`config.mk`:
```
export PLATFORM = sky130hd
export DESIGN_NAME = supply_wr_gate
export DESIGN_NICKNAME = d
export VERILOG_FILES = /design/src/rtl/supply_lock_pkg.sv /design/src/rtl/flag_sync2.sv /design/src/rtl/level_debounce.sv /design/src/rtl/powerup_delay.sv /design/src/rtl/supply_wr_gate.sv
export SDC_FILE = /design/constraint.sdc
export NUM_CORES = 1
export LEC_CHECK = 0
export BUFFER_PORTS_ARGS = -buffer_cell sky130_fd_sc_hd__buf_2
export CELL_PAD_IN_SITES_DETAIL_PLACEMENT = 0
export CELL_PAD_IN_SITES_GLOBAL_PLACEMENT = 2
export CORE_ASPECT_RATIO = 1.5
export CORE_MARGIN = 4
export CORE_UTILIZATION = 40
export DETAILED_ROUTE_END_ITERATION = 10
export PLACE_DENSITY = 0.86
export SYNTH_ARGS = -nofsm -noshare
export SYNTH_HDL_FRONTEND = slang
export SYNTH_SLANG_ARGS = --single-unit
```
`constraint.sdc`:
```
create_clock -name clk -period 4.82 [get_ports clk]
set_clock_uncertainty 0.15 [all_clocks]
set_input_delay 1.205 -clock clk [delete_from_list [all_inputs] [get_ports clk]]
set_output_delay 1.205 -clock clk [all_outputs]
set_load 0.02 [all_outputs]
```
`src/rtl/supply_lock_pkg.sv`:
```
package supply_lock_pkg;

    typedef enum logic [1:0] {
        LK_LOCKED = 2'd0,
        LK_ARMING = 2'd1,
        LK_OPEN   = 2'd2
    } lock_state_e;

    // Bits needed for a counter that must hold values 0 .. n-1.
    function automatic int unsigned cnt_bits(input int unsigned n);
        return (n < 2) ? 1 : $clog2(n);
    endfunction

endpackage

```
`src/rtl/flag_sync2.sv`:
```
module flag_sync2 (
    input  logic clk,
    input  logic rst,
    input  logic d_async,
    output logic q_sync
);
    logic stage1;
    logic stage2;

    always_ff @(posedge clk) begin
        if (rst) begin
            stage1 <= 1'b0;
            stage2 <= 1'b0;
        end else begin
            stage1 <= d_async;
            stage2 <= stage1;
        end
    end

    assign q_sync = stage2;


    sync_chain_chk: assert property (@(posedge clk) disable iff (rst)
        !$past(rst) |-> (stage2 == $past(stage1)));
endmodule

```
`src/rtl/level_debounce.sv`:
```
module level_debounce
    import supply_lock_pkg::*;
#(
    parameter int unsigned FLT_CYC = 4
) (
    input  logic clk,
    input  logic rst,
    input  logic lvl_in,
    output logic lvl_out
);
    localparam int unsigned FW = cnt_bits(FLT_CYC);
    localparam logic [FW-1:0] LAST = FW'(FLT_CYC - 1);

    logic          held;
    logic [FW-1:0] run;

    always_ff @(posedge clk) begin
        if (rst) begin
            held <= 1'b0;
            run  <= '0;
        end else if (lvl_in == held) begin
            run <= '0;
        end else if (run == LAST) begin
            held <= lvl_in;
            run  <= '0;
        end else begin
            run <= run + 1'b1;
        end
    end

    assign lvl_out = held;

    // the output only ever moves toward a level the input presented
    flt_follow_chk: assert property (@(posedge clk) disable iff (rst)
        (held != $past(held)) |-> ($past(lvl_in) == held));
endmodule

```
`src/rtl/powerup_delay.sv`:
```
module powerup_delay
    import supply_lock_pkg::*;
#(
    parameter int unsigned PUW_CYC = 40
) (
    input  logic clk,
    input  logic rst,
    input  logic good,
    output logic permit
);
    localparam int unsigned CW = cnt_bits(PUW_CYC);
    localparam logic [CW-1:0] DONE = CW'(PUW_CYC - 1);

    lock_state_e   state;
    logic [CW-1:0] cnt;

    always_ff @(posedge clk) begin
        if (rst) begin
            state <= LK_LOCKED;
            cnt   <= '0;
        end else if (!good) begin
            state <= LK_LOCKED;
            cnt   <= '0;
        end else begin
            unique case (state)
                LK_LOCKED: begin
                    state <= LK_ARMING;
                    cnt   <= CW'(1);
                end
                LK_ARMING: begin
                    if (cnt == DONE) begin
                        state <= LK_OPEN;
                    end else begin
                        cnt <= cnt + 1'b1;
                    end
                end
                default: state <= LK_OPEN;
            endcase
        end
    end

    assign permit = (state == LK_OPEN);

    initial begin
        puw_min_chk: assert (PUW_CYC >= 2);
    end


    drop_chk: assert property (@(posedge clk) disable iff (rst)
        !good |=> !permit);


    rise_chk: assert property (@(posedge clk) disable iff (rst)
        $rose(permit) |-> $past(good));
endmodule

```
`src/rtl/supply_wr_gate.sv`:
```
module supply_wr_gate
    import supply_lock_pkg::*;
#(
    parameter int unsigned FLT_CYC = 6,
    parameter int unsigned PUW_CYC = 40_000_000
) (
    input  logic clk,
    input  logic rst,
    input  logic supply_ok,
    input  logic wr_req,
    input  logic rd_req,
    output logic wr_en,
    output logic wr_start,
    output logic rd_start
);
    logic ok_sync;
    logic ok_filt;

    flag_sync2 u_sync (
        .clk     (clk),
        .rst     (rst),
        .d_async (supply_ok),
        .q_sync  (ok_sync)
    );

    level_debounce #(.FLT_CYC(FLT_CYC)) u_filt (
        .clk     (clk),
        .rst     (rst),
        .lvl_in  (ok_sync),
        .lvl_out (ok_filt)
    );

    powerup_delay #(.PUW_CYC(PUW_CYC)) u_delay (
        .clk    (clk),
        .rst    (rst),
        .good   (ok_filt),
        .permit (wr_en)
    );

    assign wr_start = wr_req & wr_en;
    assign rd_start = rd_req;


    reset_lock_chk: assert property (@(posedge clk)
        $past(rst) |-> !wr_en);


    gate_chk: assert property (@(posedge clk) disable iff (rst)
        wr_start |-> wr_en);


    read_pass_chk: assert property (@(posedge clk) disable iff (rst)
        rd_start == rd_req);
endmodule

```
==> summary.txt <==
STA
  – RSZ-0062 raised after global routing: false
  – Maximum operating frequency: 329 MHz
  – Fin worst setup slack: 1.78 ns
  – Final hold violations: 0
  – Period utilisation layout: 63.1%
  – Min cycle time layout: 3.04 ns
  – Worst Max-Slew Pin Slew: 1.06 ns
  – Setup TNS: 0 ns
  – Setup violators final: 0
  – Final Max Tran Viols: 0
  – Relative slew slack: 29.4%

Placed design
  – GPL Wtd Cong: 0.869
  – Place WS: 1.43 ns
  – Post-DP Area: 0.00187 sq mm
  – Final HPWL DP: 3.22 mm
  – Number of port buffers: 5

Setup path
  – Critical path class: in -> reg
  – Worst Path Required: 4.89 ns
  – CP endpoint kind: register
  – Data arrival, critical path: 3.11 ns
  – Cell depth of the worst flop-to-flop path: 6
  – Startpoint type of the worst setup path: input pin
  – CP max FO: 14

Clock network
  – Clock transition at path regs: 0.08 ns
  – CTS tree: done
  – Clock Latency Late Sink: 0.30 ns
  – Post-CTS setup buffers: 0
  – H-tree levels: 2
  – Clock sink count: 34
  – Clk root buf: clkbuf_8
  – Hold Buf Count CTS: 0
  – Total CTS buffers: 5
  – Clock buffer depth: 2
  – Gates resized, CTS repair: 0

GRT
  – Tot GR Track Use: 16.5%
  – Largest net degree at the start of global routing: 20
  – Gr ovfl total: 0
  – Antenna violations before repair: 0
  – Global-route wire length before repair: 7.40 mm
  – Vias in the first global route: 1591

Final layout
  – Area growth syn-to-layout: 7.02%
  – Nets: 232
  – Final instance area: 0.00196 sq mm
  – Fill cell count: 447
  – Antenna cells: 0
  – Commonest non-fill, non-tap cell in the layout: dfxtp_1
  – Layout cells sized above 1: 12.9%
  – Most frequent cells in the layout: dfxtp_1 (34), a21oi_1 (18), nand3_1 (16), o21ai_0 (15), nand2_1 (14)

Route
  – DR pass1 iterations: 4
  – Max layer used: met4
  – Routed WL per cell: 16.3 um
  – DRC Markers: 0
  – Total Wirelength: 4.41 mm
  – Vias: 1629
  – WL met2: 2.28 mm
  – DR vias/cell: 6.03
  – Metal1 wirelength: 1.88 mm
  – Antenna Nets Post-Route: 0
  – Iteration-0 DRC Markers: 84
  – Met3 routed WL: 143 um

Worst hold path
  – Hold-critical path depth: 1
  – Worst min path class: reg -> reg

Status
  – Status: finished clean

Logic synthesis
  – Share of the synthesized area in the top cell type: 37.1%
  – Yosys cell types: 52
  – Area contributors post-synth: dfxtp_1 (37%), a21oi_1 (4.9%), nand3_1 (4.4%), o21ai_0 (4.1%), nand4_1 (3.4%)
  – Syn nets: 226
  – Syn avg cell area: 8.46 sq um
  – Post-Synthesis Cell Area: 0.00184 sq mm
  – Post-synth top area cell: dfxtp_1
  – Post-synth ARST share: 0%
  – EDFF count, synth: 0
  – Ys flop type: dfxtp_1
  – Ys Warns: 0
  – Post-Synthesis Cells: 217
  – Synth Register Bits: 34
  – Post-synthesis sequential area ratio: 37.1%

Power
  – Leak pwr: 0.625 nW
  – Total power: 0.511 mW
  – P per Cell Area: 260 mW/mm^2
  – Clock power frac: 43.9%
  – Internal: 0.399 mW
  – Sequential share of power: 55.3%
  – Comb power frac: 0.8%
  – Psw: 0.112 mW
  – Sw Share: 21.9%
  – Max VDD drop: 0.000129 V

Floorplanning
  – Die area: 0.00576 sq mm
  – # rows: 29
  – Initial core utilization: 42.5%
  – Core Box Area: 0.00432 sq mm
  – IO Count: 8
  – Die height: 91.0 um
  – Chip Width: 63.3 um

Job
  – Max-cap violations: 0
-- cells in the mapped netlist, types with 5 or more instances --
cell     number
a21oi_1      18
nand2_1      14
dfxtp_1      34
and2_1        6
o21ai_0      15
a31oi_1       7
nand3_1      16
o21ai_2       5
nor2_1       12
nand4_1      10
inv_1        10
or3_1         6
-- power by group through the flow --
stage | combinational [mW] | clock (mW) | sequential, mW
floorplan | 0.00343 | 0 | 0.289
global placement | 0.00402 | 0 | 0.289
detailed placement | 0.00408 | 0 | 0.289
CTS | 0.00406 | 0.228 | 0.282
global route | 0.00474 | 0.247 | 0.282
finish | 0.00403 | 0.224 | 0.282
-- state kept, by name, indices dropped and copies added (netlist names) --
register	flops
u_delay.cnt	26
u_sync.q_sync	1
u_filt.run	3
u_delay.state	2
u_filt.lvl_out	1
u_sync.stage1	1
-- critical path, stage by stage --
cell     delay (ns)
buf_2          0.13
and2b_1        0.21
nand3_1        0.23
a21oi_1        0.89
nand3_1        0.20
o31ai_1        0.23
-- layer usage --
layer	vias to the layer above	global-route usage (%)
met2	22	28.7
li1	817	-
met1	779	17.6
met5	-	0
met4	0	8.83
met3	11	5.06
-- final cells by class --
cell class,instances,area [sq um],area share [%]
clock buffers,6,82.6,4.20
clock inverters,2,12.5,0.637
inverters,11,41.3,2.10
multi-input cells,166,1060,54.2
flip-flops and latches,34,681,34.6
well taps,46,57.6,2.93
repair buffers,5,25.0,1.27
-- stage by stage --
stage               hold WS, ns  utilization [%]  instances
finish                    0.305             45.5        270
global route              0.342             45.5        270
CTS                       0.310             45.5        270
detailed placement        0.290             43.3        262
global placement          0.284             43.3        262
floorplan                 0.271                -        217
-- worst paths after layout --
kind                                     start              end  slack (ns)
worst max-delay path                       rst  u_delay.cnt[21]        1.78
worst min-delay path             u_sync.stage1    u_sync.q_sync        0.31
worst max register to register  u_delay.cnt[0]  u_delay.cnt[21]        2.20
worst min register to register   u_sync.stage1    u_sync.q_sync        0.31
-- cells by family after synthesis --
kind of cell / Yosys count / share of synthesized area, %
AND/OR/NAND/NOR: 95 / 30.7
AO/OA/AOI/OAI: 61 / 21.5
multiplexers: 3 / 1.64
adder cells (fa/ha/maj): 4 / 2.73
XOR/XNOR: 3 / 1.43
flip-flops: 34 / 37.1
buffers and inverters: 17 / 4.91
Note: power is estimated with default switching activity, not from simulation.
